$ cat src/rtl/radio_win_pkg.sv
package radio_win_pkg;
  localparam int unsigned DATA_W = 16;
  localparam int unsigned ID_W   = 32;
  localparam int unsigned DEPTH  = 128;
  localparam int unsigned IDX_W  = $clog2(DEPTH);

  typedef enum logic [1:0] {
    PHY_A    = 2'd0,
    PHY_B    = 2'd1,
    PHY_G    = 2'd2,
    PHY_NONE = 2'd3
  } phy_t;

  localparam logic [ID_W-1:0]   B_ID_MASK = 32'h0FFF_F000;
  localparam logic [ID_W-1:0]   B_ID_ADD8 = 32'h0205_3000;
  localparam logic [ID_W-1:0]   B_ID_ADD7 = 32'h0205_5000;
  localparam logic [ID_W-1:0]   B_ID_OR8  = 32'h0205_0000;
  localparam logic [DATA_W-1:0] ID_OFFSET = 16'h0001;
endpackage

$ cat src/rtl/rw_offset_reg.sv
module rw_offset_reg
  import radio_win_pkg::*;
(
  input  logic              clk_i,
  input  logic              rst_ni,
  input  logic              wr_i,
  input  logic [DATA_W-1:0] wdata_i,
  output logic [DATA_W-1:0] off_o
);
  logic [DATA_W-1:0] off_q;

  always_ff @(posedge clk_i or negedge rst_ni) begin
    if (!rst_ni) off_q <= '0;
    else if (wr_i) off_q <= wdata_i;
  end

  assign off_o = off_q;

  AST_OFFSET_LATCH: assert property (@(posedge clk_i) disable iff (!rst_ni)
    wr_i |=> off_o == $past(wdata_i));
  AST_OFFSET_HOLD: assert property (@(posedge clk_i) disable iff (!rst_ni)
    !wr_i |=> $stable(off_o));
endmodule

$ cat src/rtl/rw_read_xlate.sv
module rw_read_xlate
  import radio_win_pkg::*;
(
  input  logic              clk_i,
  input  logic              rst_ni,
  input  phy_t              phy_i,
  input  logic [ID_W-1:0]   id_i,
  input  logic [DATA_W-1:0] off_i,
  output logic [IDX_W-1:0]  idx_o
);
  logic [ID_W-1:0]   id_field;
  logic [DATA_W-1:0] xoff;
  logic [DATA_W-IDX_W-1:0] unused_xoff_hi;

  assign id_field = id_i & B_ID_MASK;

  always_comb begin
    xoff = off_i;
    if (off_i != ID_OFFSET) begin
      unique case (phy_i)
        PHY_A: xoff = off_i | 16'h0040;
        PHY_G: xoff = off_i | 16'h0080;
        PHY_B: begin
          if (id_field == B_ID_ADD8) begin
            if (off_i < 16'h0070) xoff = off_i + 16'h0080;
          end else if (id_field == B_ID_ADD7) begin
            if (off_i < 16'h0080) xoff = off_i + 16'h0070;
          end else if (id_field == B_ID_OR8) begin
            xoff = off_i | 16'h0080;
          end
        end
        default: xoff = off_i;
      endcase
    end
  end

  assign idx_o          = xoff[IDX_W-1:0];
  assign unused_xoff_hi = xoff[DATA_W-1:IDX_W];

  AST_A_SETS_BIT6: assert property (@(posedge clk_i) disable iff (!rst_ni)
    (phy_i == PHY_A && off_i != ID_OFFSET) |-> idx_o[6]);
  AST_G_KEEPS_LOW: assert property (@(posedge clk_i) disable iff (!rst_ni)
    (phy_i == PHY_G) |-> idx_o == off_i[IDX_W-1:0]);
  AST_NONE_KEEPS_LOW: assert property (@(posedge clk_i) disable iff (!rst_ni)
    (phy_i == PHY_NONE) |-> idx_o == off_i[IDX_W-1:0]);
endmodule

$ cat src/rtl/rw_reg_bank.sv
module rw_reg_bank
  import radio_win_pkg::*;
(
  input  logic              clk_i,
  input  logic              rst_ni,
  input  logic              we_i,
  input  logic [IDX_W-1:0]  widx_i,
  input  logic [DATA_W-1:0] wdata_i,
  input  logic [IDX_W-1:0]  ridx_i,
  output logic [DATA_W-1:0] rdata_o
);
  logic [DATA_W-1:0] mem_q [DEPTH];

  for (genvar g = 0; g < DEPTH; g++) begin : g_entry
    always_ff @(posedge clk_i or negedge rst_ni) begin
      if (!rst_ni) mem_q[g] <= '0;
      else if (we_i && widx_i == IDX_W'(g)) mem_q[g] <= wdata_i;
    end
  end

  assign rdata_o = mem_q[ridx_i];

  AST_BANK_WRITE: assert property (@(posedge clk_i) disable iff (!rst_ni)
    we_i |=> mem_q[$past(widx_i)] == $past(wdata_i));
endmodule

$ cat src/rtl/radio_reg_window.sv
module radio_reg_window
  import radio_win_pkg::*;
#(
  parameter int unsigned ADDR_W   = 12,
  parameter logic [ADDR_W-1:0] ADDR_OFF = 12'h3F6,
  parameter logic [ADDR_W-1:0] ADDR_HI  = 12'h3F8,
  parameter logic [ADDR_W-1:0] ADDR_LO  = 12'h3FA
) (
  input  logic              clk_i,
  input  logic              rst_ni,
  input  logic              req_i,
  input  logic              we_i,
  input  logic [ADDR_W-1:0] addr_i,
  input  logic [15:0]       wdata_i,
  input  logic [1:0]        phy_type_i,
  input  logic [31:0]       radio_id_i,
  output logic [15:0]       rdata_o,
  output logic              rvalid_o
);
  logic              sel_off, sel_hi, sel_lo, rd_req;
  logic              off_wr, bank_we, is_id;
  logic [DATA_W-1:0] off_q, bank_rd, rd_val, rdata_q;
  logic [IDX_W-1:0]  rd_idx;
  logic              rvalid_q;

  assign sel_off = req_i && addr_i == ADDR_OFF;
  assign sel_hi  = req_i && addr_i == ADDR_HI;
  assign sel_lo  = req_i && addr_i == ADDR_LO;
  assign rd_req  = req_i && !we_i;
  assign off_wr  = sel_off && we_i;
  assign is_id   = off_q == ID_OFFSET;
  assign bank_we = sel_lo && we_i && !is_id;

  rw_offset_reg u_off (
    .clk_i  (clk_i),
    .rst_ni (rst_ni),
    .wr_i   (off_wr),
    .wdata_i(wdata_i),
    .off_o  (off_q)
  );

  rw_read_xlate u_xlate (
    .clk_i (clk_i),
    .rst_ni(rst_ni),
    .phy_i (phy_t'(phy_type_i)),
    .id_i  (radio_id_i),
    .off_i (off_q),
    .idx_o (rd_idx)
  );

  rw_reg_bank u_bank (
    .clk_i  (clk_i),
    .rst_ni (rst_ni),
    .we_i   (bank_we),
    .widx_i (off_q[IDX_W-1:0]),
    .wdata_i(wdata_i),
    .ridx_i (rd_idx),
    .rdata_o(bank_rd)
  );

  always_comb begin
    rd_val = '0;
    if (sel_off)     rd_val = off_q;
    else if (sel_hi) rd_val = is_id ? radio_id_i[31:16] : '0;
    else if (sel_lo) rd_val = is_id ? radio_id_i[15:0] : bank_rd;
  end

  always_ff @(posedge clk_i or negedge rst_ni) begin
    if (!rst_ni) begin
      rdata_q  <= '0;
      rvalid_q <= 1'b0;
    end else begin
      rvalid_q <= rd_req;
      if (rd_req) rdata_q <= rd_val;
    end
  end

  assign rdata_o  = rdata_q;
  assign rvalid_o = rvalid_q;

  AST_RVALID_AFTER_READ: assert property (@(posedge clk_i) disable iff (!rst_ni)
    rd_req |=> rvalid_o);
  AST_NO_SPURIOUS_RVALID: assert property (@(posedge clk_i) disable iff (!rst_ni)
    !rd_req |=> !rvalid_o);
  AST_ID_HIGH_HALF: assert property (@(posedge clk_i) disable iff (!rst_ni)
    (rd_req && sel_hi && is_id) |=> rdata_o == $past(radio_id_i[31:16]));
  AST_ID_LOW_HALF: assert property (@(posedge clk_i) disable iff (!rst_ni)
    (rd_req && sel_lo && is_id) |=> rdata_o == $past(radio_id_i[15:0]));
  AST_ID_READ_ONLY: assert property (@(posedge clk_i) disable iff (!rst_ni)
    (sel_lo && we_i && is_id) |-> !bank_we);
  AST_HI_ZERO: assert property (@(posedge clk_i) disable iff (!rst_ni)
    (rd_req && sel_hi && !is_id) |=> rdata_o == '0);
endmodule

$ cat config.mk
export PLATFORM = sky130hd
export DESIGN_NAME = radio_reg_window
export DESIGN_NICKNAME = d
export VERILOG_FILES = /design/src/rtl/radio_win_pkg.sv /design/src/rtl/rw_offset_reg.sv /design/src/rtl/rw_read_xlate.sv /design/src/rtl/rw_reg_bank.sv /design/src/rtl/radio_reg_window.sv
export SDC_FILE = /design/constraint.sdc
export NUM_CORES = 2
export LEC_CHECK = 0
export BUFFER_PORTS_ARGS = -buffer_cell sky130_fd_sc_hd__buf_2
export CAP_MARGIN = 20
export CELL_PAD_IN_SITES_DETAIL_PLACEMENT = 1
export CELL_PAD_IN_SITES_GLOBAL_PLACEMENT = 2
export CORE_MARGIN = 2
export CORE_UTILIZATION = 48
export CTS_CLUSTER_DIAMETER = 120
export CTS_CLUSTER_SIZE = 20
export DETAILED_ROUTE_END_ITERATION = 10
export PLACE_DENSITY = 0.83
export SYNTH_ARGS = -nofsm -noshare
export SYNTH_HDL_FRONTEND = slang
export SYNTH_SLANG_ARGS = --single-unit
export TNS_END_PERCENT = 30
$ cat constraint.sdc
create_clock -name clk_i -period 4.3 [get_ports clk_i]
set_input_delay 0.43 -clock clk_i [delete_from_list [all_inputs] [get_ports clk_i]]
set_output_delay 0.43 -clock clk_i [all_outputs]
set_load 0.01 [all_outputs]
Word-level counts from Yosys, hierarchy flattened
Cells that the tools add are included.
{"block": "word_totals", "out_inout_bits": 17, "regBits": 2081}
{"block": "classes", "n_mux": 14, "magnitude_cmp": 3, "n_addsub": 2, "n_bitwise": 1, "reduce_logical": 139, "eq_ne": 136}
{"operator": "$eq A7 B7 Y1 const B", "count": 64}
{"operator": "$eq A7 B6 Y1 const B", "count": 32}
{"operator": "$logic_and A1 B1 Y1", "count": 135}
{"operator": "$bmux W16 S7", "count": 1}
{"operator": "$eq A7 B5 Y1 const B", "count": 16}
{"operator": "$mux W16", "count": 7}
{"operator": "$eq A7 B4 Y1 const B", "count": 8}
{"operator": "$eq A12 B10 Y1 const B", "count": 3}
{"operator": "$mux W7", "count": 5}
{"operator": "$eq A16 B14 Y1 const B", "count": 2}
{"operator": "$eq A7 B3 Y1 const B", "count": 4}
{"operator": "$pmux W7 S3", "count": 1}
{"operator": "$eq A16 B1 Y1 const B", "count": 1}
{"operator": "$lt A16 B7 Y1 const B", "count": 1}
{"operator": "$lt A16 B8 Y1 const B", "count": 1}
{"operator": "$ne A16 B1 Y1 const B", "count": 1}
{"operator": "$eq A7 B2 Y1 const B", "count": 2}
{"operator": "$ge A8 B8 Y1 const B", "count": 1}
{"operator": "$not A7 Y8", "count": 1}
{"operator": "$add A7 B1 Y7 const B", "count": 1}
{"operator": "$add A7 B7 Y7 const B", "count": 1}
{"operator": "$eq A7 B1 Y1 const B", "count": 1}
{"operator": "$logic_not A7 Y1", "count": 1}
{"operator": "$eq A2 B1 Y1 const B", "count": 1}
{"operator": "other kinds (3)", "count": 4}

Logic depth before layout (Yosys ltp)
{"block": "logic_depth", "ltp_word": 14, "mapped_depth": 12}

Modules after synthesis
Synthesis repeated with hierarchy kept, for this count alone.
{"block": "unflattened", "hier_cells": 5672, "area_unflattened_um2": 94693.3}
{"mod": "rw_reg_bank", "area_each_um2": 92508.7, "cells_per_inst": 5496, "n_inst": 1, "seq_area_each_um2": 51249.2}
{"mod": "radio_reg_window", "area_each_um2": 1283.7, "cells_per_inst": 111, "n_inst": 1, "seq_area_each_um2": 425.4}
{"mod": "rw_offset_reg", "area_each_um2": 649.4, "cells_per_inst": 34, "n_inst": 1, "seq_area_each_um2": 400.4}
{"mod": "rw_read_xlate", "area_each_um2": 251.5, "cells_per_inst": 31, "n_inst": 1, "seq_area_each_um2": 0.0}

Worst setup path before layout
Ideal clock, no wire load.
{"block": "synth_path", "path_kind": "flip-flop to flip-flop", "from": "register u_off.off_q[4] (netlist: u_off.off_o[4])", "to": "register u_bank.mem_q[197] (netlist name)", "setup_time_ps": 125, "arrival_ps": 2852, "stages_incl_launch_ff": 13, "setup_slack_ps": 1324, "cell_sequence": "dfrtp_1 > inv_1 > ha_1 > nand2b_1 > buf_2 > nor2_1 > nand3_1 > nand2b_4 > nor4b_4 > nand3_4 > nor2_4 > buf_4 > mux2_2"}
{"block": "synth_between", "elab_chain_len": 4, "elab_cells_between_ends": 5}
{"element": "start, declared", "line": "rw_offset_reg.sv:10", "text": "logic [DATA_W-1:0] off_q;"}
{"element": "start signal, assigned", "line": "rw_offset_reg.sv:14", "text": "else if (wr_i) off_q <= wdata_i;"}
{"element": "$eq A16 B1 Y1", "line": "radio_reg_window.sv:31", "text": "assign is_id = off_q == ID_OFFSET;"}
{"element": "$logic_not A1 Y1", "line": "radio_reg_window.sv:32", "text": "assign bank_we = sel_lo && we_i && !is_id;"}
{"element": "$logic_and A1 B1 Y1", "line": "radio_reg_window.sv:32"}
{"element": "$logic_and A1 B1 Y1 *", "line": "rw_reg_bank.sv:17", "text": "else if (we_i && widx_i == IDX_W'(g)) mem_q[g] <= wdata_i;"}
{"element": "end signal, assigned by index", "line": "rw_reg_bank.sv:17"}
{"element": "end, declared", "line": "rw_reg_bank.sv:12", "text": "logic [DATA_W-1:0] mem_q [DEPTH];"}
Mark *: on every way between the ends. The rest lies on a longest branch, timed or not.
A chain may end at the register's enable or synchronous reset.

Worst setup path after layout
{"block": "layout_path", "from": "register u_off.off_q[0] (netlist: u_off.off_o[0])", "to": "register rdata_q[11] (netlist: rdata_o[11])"}
{"block": "layout_between", "elab_chain_len": 14, "elab_cells_between_ends": 21}
{"element": "$lt A16 B8 Y1 / $add A7 B7 Y7 (equally long branches)", "line": "rw_read_xlate.sv:27", "text": "if (off_i < 16'h0080) xoff = off_i + 16'h0070;"}
{"element": "$mux W7", "line": "rw_read_xlate.sv:27"}
{"element": "$mux W7", "line": "rw_read_xlate.sv:26", "text": "end else if (id_field == B_ID_ADD7) begin"}
{"element": "$mux W7", "line": "rw_read_xlate.sv:24", "text": "if (id_field == B_ID_ADD8) begin"}
{"element": "$pmux W7 S3", "line": "rw_read_xlate.sv:20", "text": "unique case (phy_i)"}
{"element": "$mux W7", "line": "rw_read_xlate.sv:19", "text": "if (off_i != ID_OFFSET) begin"}
{"element": "$not A7 Y8 (implied by the code)", "line": "rw_reg_bank.sv:21", "text": "assign rdata_o = mem_q[ridx_i];"}
{"element": "$bmux W16 S7", "line": "rw_reg_bank.sv:21"}
{"element": "$mux W16 (implied by the code) (2 in series)", "line": "rw_reg_bank.sv:21"}
{"element": "$mux W16 (2 in series)", "line": "radio_reg_window.sv:65", "text": "else if (sel_lo) rd_val = is_id ? radio_id_i[15:0] : bank_rd;"}
{"element": "$mux W16 *", "line": "radio_reg_window.sv:64", "text": "else if (sel_hi) rd_val = is_id ? radio_id_i[31:16] : '0;"}
{"element": "$mux W16 *", "line": "radio_reg_window.sv:63", "text": "if (sel_off) rd_val = off_q;"}
{"element": "end signal, assigned", "line": "radio_reg_window.sv:74", "text": "if (rd_req) rdata_q <= rd_val;"}
{"element": "end, declared", "line": "radio_reg_window.sv:22", "text": "logic [DATA_W-1:0] off_q, bank_rd, rd_val, rdata_q;"}
Mark *: on every way between the ends. The rest lies on a longest branch, timed or not. The select of a mux whose other input is x is not followed.

==> results.py <==
metrics = {
    "clock_network": {
        "h-tree-depth": 3,
        "tritoncts": "built",
        "clock_latency_ns": 0.81,
        "clockRootBuffer": "clkbuf_16",
        "clkTransAtPathRegs_ns": 0.10,
        "postCtsSetupBuffers": 0,
        "cts_sinks": 2081,
        "cts.path.max_buffers": 3,
        "cts-buffers-inserted": 114,
    },
    "pwr": {
        "peakVddDrop_mv": 0.310,
        "p_sw_mw": 7.35,
        "p_int_mw": 24.6,
        "pwr-share-comb": 0.034,
        "power.share.clock": 0.352,
        "switching_share": 0.230,
        "leakage_nw": 48.0,
        "powerDensity_nw_per_um2": 313,
        "pwr-share-seq": 0.615,
    },
    "finish": {
        "seq_area_sq_um": 52100,
        "num-fill-cells": 18033,
        "area_growth_pct": 7.72,
        "design_area_sq_um": 102000,
        "final_layout_size_suffix_gt1_frac": 0.559,
        "multi_input_area_sq_um": 40200,
        "nets": 5900,
    },
    "global_routing": {
        "grt-ovfl-total": 0,
        "grt_max_degree": 182,
        "grt_usage": 0.281,
        "grt_pass1_wl_mm": 415,
        "antenna_found_initial": 12,
        "grt_pass1_vias": 58996,
    },
    "logic_synthesis": {
        "synth_edf_count": 0,
        "synth-seq-area-share": 0.550,
        "async_reset_ff_frac": 1.00,
        "synth_nets": 5940,
        "ys_ff_latch": 2081,
        "synth_area_per_cell_sq_um": 16.1,
        "synth_cell_types": 53,
        "synth.area.top_cells": "dfrtp_1 55%, mux2_2 25%, mux4_2 14%, clkbuf_1 1.3%, buf_2 0.68%",
        "yosys.area.top_type": "dfrtp_1",
        "synthFlopType": "dfrtp_1",
        "netlist.area_leader.share": 0.550,
        "synthCells": 5869,
        "synth_area_sq_um": 94700,
        "yosysWarnings": 0,
    },
    "worst_setup_path": {
        "cp-end-kind": "register",
        "worstPathArrival_ns": 4.57,
        "criticalPathCategory": "register to register",
        "cp.required_ns": 5.00,
        "cp-start-kind": "register",
        "cp_max_fo": 39,
    },
    "timing": {
        "tns_ns": 0,
        "min_period_ns": 3.88,
        "post-route-period-util": 0.901,
        "clock-skew-final_ns": 0.0563,
        "worstMarginPinSlew_ns": 1.23,
        "slew_headroom": 0.177,
        "rsz0062_at_grt": "false",
        "timing.fmax_mhz": 258,
        "hold_viol_final": 0,
        "setup_viol": 0,
        "drv_slew": 0,
    },
    "route": {
        "drtIter0Drc": 4321,
        "wirelength_mm": 276,
        "vias": 53724,
        "vias_per_cell": 6.33,
        "drc": 0,
        "wl_per_cell_um": 32.6,
        "ant_nets": 0,
        "first_pass_iters": 7,
    },
    "floorplanning": {
        "coreArea_sq_um": 197000,
        "die_y_um": 448,
        "die_area_sq_um": 201000,
        "pin_count": 83,
        "initial_utilization": 0.481,
        "fp-row-count": 163,
        "die_x_um": 448,
    },
    "place": {
        "portBuffers": 82,
        "dp_hpwl_mm": 176,
        "placed_area_sq_um": 99000,
        "gp_congestion": 0.967,
    },
    "flow_run": {
        "drv_cap": 0,
    },
    "outcome": {
        "outcome": "finished, final reports clean",
    },
    "worst_hold_path": {
        "hold_path_class": "input pin to register",
    },
}
-- cells in the mapped netlist (3+ instances only) --
| library cell | n |
|---|---|
| o21ai_0 | 23 |
| a21oi_1 | 40 |
| mux2_2 | 2071 |
| clkbuf_1 | 334 |
| a22oi_1 | 28 |
| buf_4 | 37 |
| a21o_1 | 7 |
| a31oi_1 | 7 |
| o22ai_1 | 14 |
| o211ai_1 | 7 |
| or3_1 | 13 |
| nor2_2 | 56 |
| and3_1 | 3 |
| mux2i_1 | 41 |
| buf_2 | 129 |
| nor3_1 | 4 |
| buf_1 | 29 |
| ha_1 | 5 |
| nor2b_1 | 9 |
| nand2b_1 | 5 |
| a22o_1 | 45 |
| nand2_2 | 3 |
| dfrtp_1 | 2081 |
| nor2_4 | 8 |
| mux4_2 | 574 |
| nand4_1 | 3 |
| nand2_1 | 78 |
| a222oi_1 | 9 |
| a221oi_1 | 45 |
| inv_1 | 4 |
| nor2_1 | 70 |
| o32a_1 | 7 |
| nand3_1 | 32 |
| o21ai_1 | 3 |
| buf_6 | 18 |
-- layout by cell type, fill, tap and decap left out, types with 46 or more instances in the layout --
cell type / instances
buf_2: 65
buf_4: 277
clkbuf_16: 117
dfrtp_1: 2077
mux2_2: 2071
mux4_2: 574
nand2_1: 78
nor2_1: 46
nor2_2: 79
-- state kept, by name, indices dropped and copies added, names as in the netlist --
name          flops
rdata_o          16
u_off.off_o      16
u_bank.mem_q   2048
rvalid_o          1
-- power groups by stage --
stage,logic [mW],clock network [mW],registers [mW]
floorplan,0.282,0,20.0
global placement,1.05,0,20.0
detailed placement,1.08,0,20.0
CTS,1.08,11.5,19.6
global route,1.17,12.2,19.6
finish,1.08,11.2,19.6
-- repair_timing --
item / CTS / global route
gates resized for setup: 0 / 0
endpoints found under the hold margin: 62 / 0
hold buffers: 2 / 0
-- worst paths after layout --
path	depth (start not counted)	slack (ns)	startpoint	to
max	10	0.42	u_off.off_o[0]$_DFFE_PN0P_	rdata_o[11]$_DFFE_PN0P_
min	3	0.04	radio_id_i[9]	rdata_o[9]$_DFFE_PN0P_
max reg2reg	10	0.42	u_off.off_o[0]$_DFFE_PN0P_	rdata_o[11]$_DFFE_PN0P_
min reg2reg	1	0.50	u_bank.mem_q[30]$_DFFE_PN0P_	u_bank.mem_q[30]$_DFFE_PN0P_
max in group asynchronous	4	2.50	rst_ni	u_bank.mem_q[444]$_DFFE_PN0P_
min in group asynchronous	2	0.27	rst_ni	u_bank.mem_q[528]$_DFFE_PN0P_
-- critical path, stage by stage (launching register included) --
cell      delay, ns
dfrtp_4        0.71
buf_12         0.35
buf_4          0.38
mux4_2         0.55
a22o_1         0.24
a221oi_1       0.55
mux2i_1        0.15
buf_4          0.19
mux2_2         0.26
mux2i_1        0.17
o21ai_0        0.09
-- final cells by class --
type                            instances  area share
Inverter                                5    0.000184
Tap cell                             2640      0.0324
Clock inverter                          5    0.000417
Clock buffer                          120      0.0288
Sequential cell                      2081       0.510
Timing Repair Buffer                  391      0.0331
Antenna cell                           11    0.000270
Multi-Input combinational cell       3236       0.394
-- per-layer routing --
metal  up-vias  global-route usage  wire, um
li1      21698                   -         -
met1     30217               0.378    114000
met2      1346               0.459    135000
met3       453              0.0413     13100
met4        10               0.119     14000
met5         -                   0        57
-- per-stage QoR --
stage,worst slack (ns),hold slack [ns],util,total power [mW],cells
finish,0.424,0.0412,0.519,31.9,8489
global placement,0.286,0.482,0.503,21.1,8349
floorplan,1.32,0.134,-,20.3,5869
detailed placement,0.350,0.490,0.503,21.1,8349
global route,0.253,0.0314,0.518,33.0,8482
CTS,0.489,0.00663,0.518,32.2,8476
-- cells by family (layout without fill, tap and decap cells) --
group,after synthesis,count (layout),share of synthesized area
multiplexers,2686,2686,0.387
flip-flops,2081,2081,0.550
AND/OR/NAND/NOR,307,307,0.0175
AO/OA/AOI/OAI,236,236,0.0183
buffers and inverters,552,521,0.0265
adder cells (fa/ha/maj),5,5,0.000660
XOR/XNOR,2,2,0.000383
other,0,11,0
(Power assumes the default switching activity.)
